===== src/rtl/burst_seq_pkg.sv =====
// Package: shared constants for the burst column sequencer.
// Assumes the length code is 3 bits wide and that code 7 means full page.
package burst_seq_pkg;
    localparam int LEN_CODE_W = 3;
    localparam logic [LEN_CODE_W-1:0] LEN_1    = 3'd0;
    localparam logic [LEN_CODE_W-1:0] LEN_2    = 3'd1;
    localparam logic [LEN_CODE_W-1:0] LEN_4    = 3'd2;
    localparam logic [LEN_CODE_W-1:0] LEN_8    = 3'd3;
    localparam logic [LEN_CODE_W-1:0] LEN_PAGE = 3'd7;
endpackage


===== src/rtl/burst_len_decode.sv =====
// Module: burst_len_decode
// Turns the length code and the write-single option into a wrap mask
// (low bits that change during the burst) and a full-page flag.
// Assumes COL_W >= 4. Unlisted codes give length 1.
module burst_len_decode
    import burst_seq_pkg::*;
#(
    parameter int COL_W = 9
) (
    input  logic [LEN_CODE_W-1:0] len_code,
    input  logic                  is_write,
    input  logic                  wr_single,
    output logic [COL_W-1:0]      wrap_mask,
    output logic                  full_page
);
    localparam logic [COL_W-1:0] ALL_ONES = {COL_W{1'b1}};

    // Purpose: map the code to a mask, with single-word writes forced to length 1.
    always_comb begin
        wrap_mask = '0;
        full_page = 1'b0;
        if (!(is_write && wr_single)) begin
            case (len_code)
                LEN_2:    wrap_mask = COL_W'(1);
                LEN_4:    wrap_mask = COL_W'(3);
                LEN_8:    wrap_mask = COL_W'(7);
                LEN_PAGE: begin
                    wrap_mask = ALL_ONES;
                    full_page = 1'b1;
                end
                default:  wrap_mask = '0;
            endcase
        end
    end
endmodule


===== src/rtl/burst_step_ctrl.sv =====
// Module: burst_step_ctrl
// Holds the burst state: the captured start column and mode, the beat index
// and the active flag. Assumes the inputs are synchronous to clk.
module burst_step_ctrl #(
    parameter int COL_W = 9
) (
    input  logic             clk,
    input  logic             rst_n,
    input  logic             cke,
    input  logic             start,
    input  logic             stop,
    input  logic [COL_W-1:0] start_col,
    input  logic [COL_W-1:0] mask_in,
    input  logic             full_in,
    input  logic             ilv_in,
    output logic [COL_W-1:0] base_q,
    output logic [COL_W-1:0] beat_q,
    output logic [COL_W-1:0] mask_q,
    output logic             full_q,
    output logic             ilv_q,
    output logic             active_q
);
    logic last_beat;

    // Purpose: flag the final beat of a burst that is not a full page.
    always_comb last_beat = !full_q && (beat_q == mask_q);

    // Purpose: advance, restart or end the burst on each enabled edge.
    always_ff @(posedge clk) begin
        if (!rst_n) begin
            base_q   <= '0;
            beat_q   <= '0;
            mask_q   <= '0;
            full_q   <= 1'b0;
            ilv_q    <= 1'b0;
            active_q <= 1'b0;
        end else if (cke) begin
            if (start) begin
                base_q   <= start_col;
                beat_q   <= '0;
                mask_q   <= mask_in;
                full_q   <= full_in;
                ilv_q    <= ilv_in;
                active_q <= 1'b1;
            end else if (active_q) begin
                if (stop || last_beat) begin
                    active_q <= 1'b0;
                end else begin
                    beat_q <= beat_q + 1'b1;
                end
            end
        end
    end

    // the final beat with no strobe ends the burst
    a_r3_last_beat_ends: assert property (@(posedge clk) disable iff (!rst_n)
        (cke && active_q && last_beat && !start) |=> !active_q);

    // an enabled stop without start ends the burst
    a_r7_stop_ends: assert property (@(posedge clk) disable iff (!rst_n)
        (cke && stop && !start) |=> !active_q);
endmodule


===== src/rtl/burst_addr_gen.sv =====
// Module: burst_addr_gen
// Combines the captured start column and the beat index into the current
// column. Masked bits take the sum (sequential) or the XOR (interleaved).
// The other bits keep the start value. A full page always uses the sum.
module burst_addr_gen #(
    parameter int COL_W = 9
) (
    input  logic [COL_W-1:0] base,
    input  logic [COL_W-1:0] beat,
    input  logic [COL_W-1:0] mask,
    input  logic             full_page,
    input  logic             ilv,
    output logic [COL_W-1:0] col
);
    logic [COL_W-1:0] sum;
    logic             use_xor;

    // Purpose: form the sequential sum and select the ordering.
    always_comb begin
        sum     = base + beat;
        use_xor = ilv && !full_page;
    end

    // Purpose: per-bit choice between the fixed start bit and the moving bit.
    for (genvar i = 0; i < COL_W; i++) begin : g_bit
        always_comb begin
            if (mask[i])
                col[i] = use_xor ? (base[i] ^ beat[i]) : sum[i];
            else
                col[i] = base[i];
        end
    end
endmodule


===== src/rtl/burst_col_seq.sv =====
// Module: burst_col_seq (top)
// Column sequencer for one memory burst. It decodes the mode, keeps the burst
// state and forms the column. Assumes COL_W >= 4 and a synchronous active-low reset.
module burst_col_seq
    import burst_seq_pkg::*;
#(
    parameter int COL_W = 9
) (
    input  logic                  clk,
    input  logic                  rst_n,
    input  logic                  cke,
    input  logic                  start,
    input  logic                  stop,
    input  logic                  is_write,
    input  logic [COL_W-1:0]      start_col,
    input  logic [LEN_CODE_W-1:0] len_code,
    input  logic                  ilv_order,
    input  logic                  wr_single,
    output logic [COL_W-1:0]      col,
    output logic                  active
);
    localparam logic [COL_W-1:0] ONE = COL_W'(1);

    logic [COL_W-1:0] dec_mask, base_q, beat_q, mask_q;
    logic             dec_full, full_q, ilv_q;

    burst_len_decode #(.COL_W(COL_W)) u_dec (
        .len_code  (len_code),
        .is_write  (is_write),
        .wr_single (wr_single),
        .wrap_mask (dec_mask),
        .full_page (dec_full)
    );

    burst_step_ctrl #(.COL_W(COL_W)) u_ctrl (
        .clk       (clk),
        .rst_n     (rst_n),
        .cke       (cke),
        .start     (start),
        .stop      (stop),
        .start_col (start_col),
        .mask_in   (dec_mask),
        .full_in   (dec_full),
        .ilv_in    (ilv_order),
        .base_q    (base_q),
        .beat_q    (beat_q),
        .mask_q    (mask_q),
        .full_q    (full_q),
        .ilv_q     (ilv_q),
        .active_q  (active)
    );

    burst_addr_gen #(.COL_W(COL_W)) u_addr (
        .base      (base_q),
        .beat      (beat_q),
        .mask      (mask_q),
        .full_page (full_q),
        .ilv       (ilv_q),
        .col       (col)
    );

    // a low clock enable freezes both outputs
    a_r10_freeze: assert property (@(posedge clk) disable iff (!rst_n)
        !cke |=> ($stable(col) && $stable(active)));

    // an enabled start presents the start column next cycle
    a_r2_first_beat: assert property (@(posedge clk) disable iff (!rst_n)
        (cke && start) |=> (active && col == $past(start_col)));

    // a full page steps by one modulo the column space
    a_r6_page_step: assert property (@(posedge clk) disable iff (!rst_n)
        (cke && active && full_q && !start && !stop) |=> (col == $past(col) + ONE));

    // within a short burst the bits above the 8-word block do not move
    a_r4_upper_fixed: assert property (@(posedge clk) disable iff (!rst_n)
        (active && $past(active) && !($past(start) && $past(cke)) && !full_q)
        |-> (col[COL_W-1:3] == $past(col[COL_W-1:3])));

    // an idle sequencer holds its column
    a_r11_idle_hold: assert property (@(posedge clk) disable iff (!rst_n)
        (!active && !(cke && start)) |=> $stable(col));
endmodule


===== config.mk =====
export PLATFORM = sky130hd
export DESIGN_NAME = burst_col_seq
export DESIGN_NICKNAME = d
export VERILOG_FILES = /design/src/rtl/burst_seq_pkg.sv /design/src/rtl/burst_len_decode.sv /design/src/rtl/burst_step_ctrl.sv /design/src/rtl/burst_addr_gen.sv /design/src/rtl/burst_col_seq.sv
export SDC_FILE = /design/constraint.sdc
export NUM_CORES = 1
export LEC_CHECK = 0
export CORE_MARGIN = 10
export CORE_UTILIZATION = 30
export DETAILED_ROUTE_END_ITERATION = 8
export PLACE_DENSITY = 0.59
export SETUP_SLACK_MARGIN = 0.05
export SLEW_MARGIN = 40
export SYNTH_ARGS = -nofsm -noshare
export SYNTH_HDL_FRONTEND = slang
export SYNTH_HIERARCHICAL = 1
export SYNTH_SLANG_ARGS = --single-unit

===== constraint.sdc =====
create_clock -name clk -period 3 [get_ports clk]
set_input_delay 0.6 -clock clk [delete_from_list [all_inputs] [get_ports clk]]
set_output_delay 0.6 -clock clk [all_outputs]
set_load 0.005 [all_outputs]

Word level (Yosys, flattened, before mapping)
Cells that the tools add are included.
W data, S select, Z words.
{"block": "totals", "ff_bits": 30, "in_bits": 20, "out_inout_bits": 10, "elab_cells": 59}
{"block": "op_classes", "addsub": 2, "eq_ne": 6, "muxes": 28, "bitwise": 9, "reduce_logical": 8}
{"op": "$mux W9", "count": 4}
{"op": "$pmux W9 S4", "count": 1}
{"op": "$mux W1", "count": 23}
{"op": "$add A9 B1 Y9 const B", "count": 1}
{"op": "$add A9 B9 Y9", "count": 1}
{"op": "$eq A9 B9 Y1", "count": 1}
{"op": "$xor A1 B1 Y1", "count": 9}
{"op": "$eq A3 B2 Y1 const B", "count": 2}
{"op": "$eq A3 B1 Y1 const B", "count": 1}
{"op": "$eq A3 B3 Y1 const B", "count": 1}
{"op": "$logic_and A1 B1 Y1", "count": 3}
{"op": "$reduce_and A3 Y1", "count": 1}
{"op": "$ne A2 B2 Y1 const B", "count": 1}
{"op": "$reduce_and A2 Y1", "count": 1}
{"op": "$reduce_bool A2 Y1", "count": 1}
{"op": "$logic_not A1 Y1", "count": 1}
{"op": "$logic_or A1 B1 Y1", "count": 1}

Depth between registers and ports, before layout
Gate-level depths: netlist (run 1).
{"block": "logic_depth", "ltp_word": 6, "depth_mapped": 8, "depth_no_buf": 8}

Modules after synthesis
Netlist (run 1), hierarchy kept.
{"module": "burst_step_ctrl", "instances": 1, "cells_per_inst": 164, "area_per_inst_um2": 1380.1, "seq_area_each_um2": 600.6}
{"module": "burst_addr_gen", "instances": 1, "cells_per_inst": 66, "area_per_inst_um2": 478.0, "seq_area_each_um2": 0.0}
{"module": "burst_len_decode", "instances": 1, "cells_per_inst": 15, "area_per_inst_um2": 107.6, "seq_area_each_um2": 0.0}

Worst setup path before layout (run 1)
OpenSTA, ideal clock, no wires.
{"block": "synth_timing", "path_kind": "reg2out", "from": "reg u_ctrl.beat_q[0]", "to": "out col[8]", "arrival_time_ps": 1865, "setup_slack_ps": 535, "stages_incl_launch_ff": 9, "path_cell_list": "dfxtp_1 ha_1 inv_1 fa_1 and2b_1 o2111ai_2 a211o_1 nand3_1 xor2_1"}
{"block": "synth_via", "elab_chain_len": 3}
{"element": "start: declaration", "line_no": "burst_step_ctrl.sv:17", "source": "output logic [COL_W-1:0] beat_q,"}
{"element": "start signal: assignment", "line_no": "burst_step_ctrl.sv:49", "source": "beat_q <= beat_q + 1'b1;"}
{"element": "$add A9 B9 Y9", "line_no": "burst_addr_gen.sv:20", "source": "sum = base + beat;"}
{"element": "$mux W1", "line_no": "burst_addr_gen.sv:28", "source": "col[i] = use_xor ? (base[i] ^ beat[i]) : sum[i];"}
{"element": "$mux W1", "line_no": "burst_addr_gen.sv:27", "source": "if (mask[i])"}
{"element": "end: declaration", "line_no": "burst_col_seq.sv:19", "source": "output logic [COL_W-1:0] col,"}
Every way passes these cells.

Worst setup path in the final report (run 1)
{"block": "layout_timing", "from": "reg u_ctrl.base_q[0]", "to": "out col[8]"}
{"block": "layout_via", "elab_chain_len": 3}
{"element": "start: declaration", "line_no": "burst_step_ctrl.sv:16", "source": "output logic [COL_W-1:0] base_q,"}
{"element": "start signal: assignment", "line_no": "burst_step_ctrl.sv:39", "source": "base_q <= start_col;"}
{"element": "$add A9 B9 Y9", "line_no": "burst_addr_gen.sv:20"}
{"element": "$mux W1", "line_no": "burst_addr_gen.sv:28"}
{"element": "$mux W1", "line_no": "burst_addr_gen.sv:27"}
Every way passes these cells.

==> impl_results.md, run 1 <==
- Final Non-Filler Cells: 357
- CTS tree: yes
- Setup Total Neg Slack: 0 ns
- DRT antenna net count: 0
- Total grt overflow: 0
- Core footprint: 0.00635 mm^2
- Warnings, synthesis: 6
- Synth top area share: 0.306
- Max_slew headroom: 0.637
- Syn_nets: 275
- Hold Crit Class: reg2reg
- Pleak: 0.953 nW
- Post-DP Area: 0.00235 mm^2
- Area added between synthesis and finish: 27.7%
- Met1 Use GR: 0.127
- Reg-to-Reg Start: u_ctrl/beat_q[0]
- Fin. Hold Viols: 0
- Area contributors post-synth: dfxtp_1, nand2_1, a21boi_0, ha_1, xnor2_1
- #FFs+latches synth: 30
- Die width: 101 um
- Total wire length: 5.08 mm
- CTS HTree Levels: 2
- Initial antenna violation count: 0
- Via density: 5.11
- Clock buffer depth: 2
- Syn Area/Cell: 8.02 um^2
- Global routing's busiest layer: met2
- Mapped Area: 0.00197 mm^2
- Synth Instances: 245
- Met3 Track Usage GR: 0.0302
- Met2 Use GR: 0.178
- Asr flop ratio synth: 0
- I/O pins: 30
- Crit-path cells: ha_4 -> inv_1 -> fa_2 -> and2b_1 -> o2111ai_2 -> a211o_1 -> nand3_2 -> xor2_1 -> buf_2
- Peak VDD IR: 0.191 mV
- Layout cells sized above 1: 0.150
- First-pass GRT wire length: 8.88 mm
- Most common cell after layout, fill and taps aside: nand2_1
- Clock latency on the worst-skew pair: 0.28 ns
- Power Dens Cells: 354 mW/mm^2
- Delay of the slowest critical-path stage: 0.36 ns
- Remaining DRCs: 0
- Fill cell count: 644
- Worst hold path endpoint: u_ctrl/base_q[8]
- Crit path required time: 2.40 ns
- CP max-delay cell: dfxtp_4
- DR vias: 1825
- Tcrit/Tclk final: 0.942
- Pin count of the biggest net entering global routing: 23
- Post-synth cell types: 47
- Hold Startpoint: u_ctrl/base_q[8]
- Post-synth EDFFs: 0
- Vias in the first global route: 1883
- Crit path launch type: flip-flop
- Reg2reg path depth: 6
- Most frequent cells in the layout: nand2_1, dfxtp_1, clkdlybuf4s50_1
- WHS Path Cells: 2
- Max cap viols: 0
- Critical path arrival: 2.23 ns
- Final min period: 2.83 ns
- WS Path Type: reg2out
- Nets: 309
- Starting Density: 0.310
- Max FO, Critical Path: 3
- Clock transition at the registers of the reported paths: 0.07 ns
- Total track usage: 0.107
- Clk sinks: 30
- Total iterations of the first detailed-routing run: 4
- Util after Layout: 0.395
- Slew Limit Fails: 0
- Setup violations, final: 0
- Power, Total: 889 uW
- Max Fclk: 354 MHz
- Die height: 101 um
- Placed Cells: 348
- Root buffer cell: clkbuf_8
- Routability congestion estimate: 0.865
- Layout Skew: 0.00639 ns
- RSZ-0062 raised after global routing: yes
- Top FF cell, synth: dfxtp_1
- Rows: 29
- Number of port buffers: 29
- Clock buffer count from CTS: 5
- R2r endpoint: u_ctrl/beat_q[5]
- WL/cell: 14.2 um
- Initial drt markers: 72
- Status: completed
- R2r setup slk: 0.89 ns
- Die area: 0.0102 mm^2
- Post-DP HPWL: 3.84 mm
- Critical Path Sink Type: primary output
- Worst-Margin Slew: 0.540 ns
- Sequential share of the synthesized area: 0.306
- Largest area contributor in the netlist: dfxtp_1
- Final instance area: 0.00251 mm^2
- Diode count: 0
==> Yosys cell counts, types with 2 or more instances <==
master	n
ha_1	9
o21a_1	2
buf_4	5
nor2b_1	6
xnor2_1	8
nor2_1	14
and2_1	3
o31ai_1	9
clkbuf_1	6
nand3_1	8
xor2_1	8
o211ai_1	2
a21boi_0	20
nor3_1	3
dfxtp_1	30
o41ai_1	2
inv_1	7
a31oi_1	3
a21oi_1	8
o21ai_0	7
o21ai_1	4
nand2_1	50
and4_1	2
nand2b_1	6
==> through the flow <==
step                hold slack [ns]  setup slack [ns]
floorplan                     0.452             0.535
global placement              0.462            0.0532
detailed placement            0.468            0.0475
CTS                           0.478            0.0363
global route                  0.515            0.0302
finish                        0.474             0.174
==> worst max-delay path: cells and delay by family, from the launching register on <==
kind / cells / cell delay [ns]
adder cells (fa/ha/maj): 2 / 0.46
XOR/XNOR: 1 / 0.13
flip-flops: 1 / 0.36
buffers and inverters: 2 / 0.18
AND/OR/NAND/NOR: 2 / 0.31
AO/OA/AOI/OAI: 2 / 0.50
==> sequential cells by signal, indices dropped and copies added (netlist names) <==
register / flops
u_ctrl/beat_q: 9
u_ctrl/ilv_q: 1
u_ctrl/base_q: 9
u_ctrl/mask_q: 9
u_ctrl/active_q: 1
u_ctrl/full_q: 1
==> worst max path at each step <==
| stage | startpoint | endpoint | slack (ns) | cells past startpoint |
|---|---|---|---|---|
| after floorplan | u_ctrl/beat_q[0] | col[8] | 0.54 | 8 |
| after global placement | u_ctrl/base_q[0] | col[8] | 0.05 | 9 |
| after detailed placement | u_ctrl/base_q[0] | col[8] | 0.05 | 9 |
| after CTS | u_ctrl/beat_q[0] | col[8] | 0.04 | 9 |
| after global routing | u_ctrl/base_q[0] | col[8] | 0.03 | 9 |
| final | u_ctrl/base_q[0] | col[8] | 0.17 | 9 |
==> cell type report <==
| class | instances | area (um^2) | share of cell area |
|---|---|---|---|
| Clock buffer | 7 | 86.3 | 0.0344 |
| Multi-Input combinational cell | 195 | 1330 | 0.528 |
| Clock inverter | 1 | 5.00 | 0.00199 |
| Sequential cell | 30 | 608 | 0.242 |
| Timing Repair Buffer | 40 | 363 | 0.145 |
| Tap cell | 77 | 96.3 | 0.0384 |
| Inverter | 7 | 26.3 | 0.0105 |
==> per-layer routing <==
metal  routed length, um  up-vias  part of all wire
li1                    -      927                 -
met1                2300      848              0.45
met2                2460       41              0.48
met3                 221        9             0.044
met4                  97        0             0.019
met5                   0        -                 0
==> repair_timing <==
action                                  CTS  global route
pin swaps                                 2             6
gates resized for setup                  12            14
gates cloned                              0             0
endpoints found under the hold margin     0             0
endpoints found under the setup margin    4             4
buffers inserted                          0             1
hold buffers                              0             0
==> cells by family after synthesis <==
logic type      share of synthesized area
compound gates                      0.230
xor+xnor                           0.0713
fa+ha+maj                          0.0675
buf+inv                            0.0516
flops                               0.306
mux                                0.0108
simple gates                        0.263
==> power breakdown <==
part | switching, mW | total, mW | internal (mW)
Clock | 0.156 | 0.341 | 0.185
Sequential | 0.00974 | 0.418 | 0.408
Combinational | 0.0632 | 0.130 | 0.0673
Total | 0.229 | 0.889 | 0.660
No activity file was read; power rests on OpenSTA's default activity.
==> run 2, diff against run 1 <==
CELL_PAD_IN_SITES_DETAIL_PLACEMENT = 1   (was not set)
CELL_PAD_IN_SITES_GLOBAL_PLACEMENT = 1   (was not set)
PLACE_DENSITY = 0.73   (was 0.59)
==> run 2 against run 1 <==
Against the previous run:
- clock skew up 0.0022 ns
- maximum frequency down 3.8%
- highest routed layer unchanged
- flip-flop and latch count unchanged
==> impl_results.md, run 2 (synthesis gave the netlist of run 1 again) <==
- Reg-to-Reg Start: u_ctrl/beat_q[0]
- Fill cell count: 758
- CP max-delay cell: dfxtp_2
- Hold Crit Class: reg2reg
- Post-DP HPWL: 4.39 mm
- Most common cell after layout, fill and taps aside: nand2_1
- Hold Startpoint: u_ctrl/base_q[8]
- Setup Total Neg Slack: 0 ns
- Max_slew headroom: 0.616
- Layout Skew: 0.00861 ns
- Status: completed
- WHS Path Cells: 2
- Pre-CTS setup slack: -0.0370 ns
- Clk sinks: 30
- Total wire length: 5.84 mm
- Slew Limit Fails: 0
- Seq pwr share: 0.478
- Worst hold margin: 0.487 ns
- Total grt overflow: 0
- RSZ-0062 raised after global routing: yes
- Worst-Margin Slew: 0.572 ns
- Diode count: 0
- Pleak: 0.966 nW
- Via density: 5.07
- Net Sw Frac: 0.272
- CTS HTree Levels: 2
- Starting Density: 0.310
- Final instance area: 0.00258 mm^2
- Die area: 0.0102 mm^2
- Die width: 101 um
- Worst hold path endpoint: u_ctrl/base_q[8]
- Post-DP Area: 0.00237 mm^2
- Delay of the slowest critical-path stage: 0.35 ns
- Total track usage: 0.116
- Vias in the first global route: 1998
- # hold bufs at CTS: 0
- Number of port buffers: 29
- I/O pins: 30
- First-pass GRT wire length: 9.61 mm
- Reg2reg path depth: 6
- Clock transition at the registers of the reported paths: 0.07 ns
- Area added between synthesis and finish: 31.5%
- DRT antenna net count: 0
- Root buffer cell: clkbuf_8
- Nets: 314
- Tcrit/Tclk final: 0.979
- Clock buffer depth: 2
- Rows: 29
- Internal: 636 uW
- Layout cells sized above 1: 0.169
- Crit path launch type: flip-flop
- CTS tree: yes
- Max cap viols: 0
- Most frequent cells in the layout: nand2_1, dfxtp_1, clkdlybuf4s50_1
- Placed Cells: 350
- WS Path Type: reg2out
- Biggest regs: u_ctrl/base_q (9), u_ctrl/beat_q (9), u_ctrl/mask_q (9)
- Die height: 101 um
- Crit-path cells: ha_4 -> inv_1 -> fa_2 -> and2b_2 -> o2111ai_4 -> buf_6 -> a211o_1 -> nand3_2 -> xor2_1 -> buf_2
- Routability congestion estimate: 0.758
- Setup WS post-layout: 0.0630 ns
- Initial antenna violation count: 0
- Pin count of the biggest net entering global routing: 25
- Final min period: 2.94 ns
- Clock latency on the worst-skew pair: 0.28 ns
- Initial drt markers: 83
- Remaining DRCs: 0
- Fin. Hold Viols: 0
- Max Fclk: 340 MHz
- Power, Total: 874 uW
- R2r setup slk: 0.82 ns
- Core footprint: 0.00635 mm^2
- Power Dens Cells: 338 mW/mm^2
- Setup violations, final: 0
- Clock buffer count from CTS: 5
- Comb pwr share: 0.158
- Critical path arrival: 2.34 ns
- Critical Path Sink Type: primary output
- R2r endpoint: u_ctrl/beat_q[5]
- WL/cell: 16.2 um
- Fraction of power consumed by the clock network: 0.364
- DR vias: 1830
- Util after Layout: 0.407
- Total iterations of the first detailed-routing run: 4
- Final Non-Filler Cells: 361
- Crit path required time: 2.40 ns
- Sw power: 237 uW
- Max FO, Critical Path: 2
- Peak VDD IR: 0.172 mV
## run 2: power by group through the flow
stage | logic, mW | registers [mW] | clock network, mW
floorplan | 0.0724 | 0.424 | 0
global placement | 0.134 | 0.426 | 0
detailed placement | 0.137 | 0.426 | 0
CTS | 0.136 | 0.417 | 0.328
global route | 0.152 | 0.419 | 0.352
finish | 0.138 | 0.418 | 0.318
## run 2: critical path: cells and delay by family (launching register included)
kind / cells / cell delay (ns)
buf+inv: 3 / 0.35
simple gates: 2 / 0.33
xor+xnor: 1 / 0.16
fa+ha+maj: 2 / 0.47
flops: 1 / 0.35
compound gates: 2 / 0.40
## run 2: worst max path at each step
| stage | from | to | slack [ns] | cells past startpoint |
|---|---|---|---|---|
| final | u_ctrl/beat_q[0] | col[8] | 0.06 | 10 |
| after global routing | u_ctrl/beat_q[0] | col[8] | -0.01 | 10 |
| after CTS | u_ctrl/base_q[1] | col[7] | -0.1 | 7 |
| after detailed placement | u_ctrl/base_q[0] | col[8] | -0.04 | 9 |
| after global placement | u_ctrl/base_q[0] | col[8] | 0.06 | 9 |
| after floorplan | u_ctrl/beat_q[0] | col[8] | 0.54 | 8 |
## run 2: layer usage
layer / vias to the layer above / GRT usage / share of wire
met3: 2 / 0.0322 / 0.033
met4: 0 / 0.0343 / 0.0043
met2: 28 / 0.193 / 0.50
li1: 927 / - / -
met5: - / 0 / 0
met1: 873 / 0.142 / 0.46
## run 2: final cells by class
cell class              instances  area [um^2]  share of cell area
repair buffers                 45          410               0.159
well taps                      77         96.3              0.0373
flip-flops and latches         30          606               0.234
inverters                       7         26.3              0.0102
clock inverters                 2         15.0             0.00581
clock buffers                   5         68.8              0.0266
multi-input cells             195         1360               0.527
## run 2: what timing repair did
item / in CTS / in global routing
resized for setup: 10 / 20
buffers inserted: 2 / 2
endpoints found under the setup margin: 4 / 6
pin swaps: 5 / 10
==> run 3, diff against run 2 <==
CORE_UTILIZATION = 40   (was 30)
PLACE_DENSITY = 0.9   (was 0.73)
SETUP_SLACK_MARGIN = 0.15   (was 0.05)
==> run 3 against run 2 <==
Against the previous run:
- total power increased by 1.9%
- design area decreased by 2.0%
- clock power increased by 5%
- combinational power about the same
- critical path type unchanged
- largest power group unchanged
==> impl_results.md, run 3 (synthesis gave the netlist of run 1 again) <==
- Worst-Margin Slew: 0.528 ns
- Power Dens Cells: 351 mW/mm^2
- Post-DP HPWL: 4.10 mm
- I/O pins: 30
- Post-DP Area: 0.00233 mm^2
- Vias in the first global route: 1917
- Fin. Hold Viols: 0
- Most frequent cells in the layout: nand2_1, dfxtp_1, clkdlybuf4s50_1
- Die area: 0.00812 mm^2
- Peak VDD IR: 0.193 mV
- Starting Density: 0.413
- Clock transition at the registers of the reported paths: 0.07 ns
- Total wire length: 6.25 mm
- R2r setup slk: 0.88 ns
- Crit path required time: 2.40 ns
- Status: completed
- Total grt overflow: 0
- Clock buffer count from CTS: 5
- Root buffer cell: clkbuf_8
- Final instance area: 0.00253 mm^2
- Max cap viols: 0
- Clock latency on the worst-skew pair: 0.29 ns
- Tcrit/Tclk final: 0.989
- Max Fclk: 337 MHz
- DR vias: 1884
- Hold Crit Class: reg2reg
- Diode count: 0
- Worst hold margin: 0.490 ns
- Routability congestion estimate: 0.835
- Setup violations, final: 0
- Final Non-Filler Cells: 348
- Biggest regs: u_ctrl/base_q (9), u_ctrl/beat_q (9), u_ctrl/mask_q (9)
- # hold bufs at CTS: 0
- RSZ-0062 raised after global routing: yes
- DRT antenna net count: 0
- Layout cells sized above 1: 0.181
- Fill cell count: 587
- Final min period: 2.97 ns
- First-pass GRT wire length: 9.90 mm
- Crit-path cells: ha_4 -> inv_2 -> fa_2 -> and2b_1 -> buf_6 -> o2111ai_4 -> a211o_1 -> nand3_2 -> xor2_1 -> buf_2
- Core footprint: 0.00475 mm^2
- Initial drt markers: 84
- Area added between synthesis and finish: 28.9%
- Remaining DRCs: 0
- Rows: 25
- Critical Path Sink Type: primary output
- Die height: 90.1 um
- CTS tree: yes
- Most common cell after layout, fill and taps aside: nand2_1
- Number of port buffers: 29
- Nets: 310
- CTS HTree Levels: 2
- Max FO, Critical Path: 3
- Slew Limit Fails: 0
- Clock buffer depth: 2
- CP max-delay cell: fa_2
- WS Path Type: reg2out
- Clk sinks: 30
- Layout Skew: 0.00974 ns
- Pin count of the biggest net entering global routing: 25
- Pleak: 0.942 nW
- Critical path arrival: 2.37 ns
- Power, Total: 890 uW
- Initial antenna violation count: 0
- Max_slew headroom: 0.646
- Delay of the slowest critical-path stage: 0.38 ns
- Total iterations of the first detailed-routing run: 4
- Total track usage: 0.148
- Die width: 90.1 um
- WL/cell: 17.9 um
- Crit path launch type: flip-flop
- Placed Cells: 337
- Via density: 5.41
- Setup Total Neg Slack: 0 ns
-- run 3: cell count changes in the layout (fill, tap and decap cells not counted), moves of 2 or more --
cell     before  now
a21oi_1       6    4
buf_2         1    3
a21oi_2       2    5
buf_4        15   11
dfxtp_1      28   26
dfxtp_2       1    3
-- run 3: layout make-up --
cell class / instances / area [um^2] / share of cell area
Timing Repair Buffer: 41 / 367 / 0.145
Sequential cell: 30 / 608 / 0.240
Clock inverter: 3 / 21.3 / 0.00840
Clock buffer: 5 / 68.8 / 0.0272
Inverter: 7 / 26.3 / 0.0104
Multi-Input combinational cell: 195 / 1360 / 0.536
Tap cell: 67 / 83.8 / 0.0331
-- run 3: through the flow --
step           utilization  setup WS (ns)
6_report             0.533         0.0339
5_1_grt              0.533        -0.0820
4_1_cts              0.525        0.00406
3_5_place_dp         0.491         0.0202
3_3_place_gp         0.491         0.0615
2_1_floorplan            -          0.535
-- run 3: worst paths after layout --
check	end	from	cells past startpoint
worst max-delay path	col[8]	u_ctrl/beat_q[0]	10
worst min-delay path	u_ctrl/ilv_q	u_ctrl/ilv_q	2
worst max register to register	u_ctrl/beat_q[0]	u_ctrl/beat_q[0]	6
worst min register to register	u_ctrl/ilv_q	u_ctrl/ilv_q	2
-- run 3: critical path: cells and delay by family, from the launching register on --
family | cells | cell delay (ns)
adders and majority gates | 2 | 0.52
AOI/OAI and AO/OA | 2 | 0.47
DFF | 1 | 0.35
and+or+nand+nor | 2 | 0.32
buffers and inverters | 3 | 0.29
xor gates and xnor gates | 1 | 0.12
-- run 3: what timing repair did --
| action | 4_1_cts | 5_1_grt |
|---|---|---|
| pin swaps | 7 | 7 |
| resized for setup | 24 | 15 |
| setup endpoints to repair | 6 | 6 |
| endpoints found under the hold margin | 0 | 0 |
| cloned | 0 | 0 |
| setup buffers | 3 | 0 |
-- run 3: power breakdown --
group,switching [mW],leakage (nW),internal [mW]
registers,0.0109,0.246,0.408
clock network,0.170,0.0441,0.163
logic,0.0698,0.653,0.0687
total,0.251,0.942,0.639
-- run 3: metal layers --
layer | up-vias | wire (um) | global-route usage
li1 | 920 | - | -
met1 | 914 | 2720 | 0.168
met2 | 40 | 3220 | 0.264
met3 | 10 | 204 | 0.0333
met4 | 0 | 106 | 0.0570
met5 | - | 0 | 0
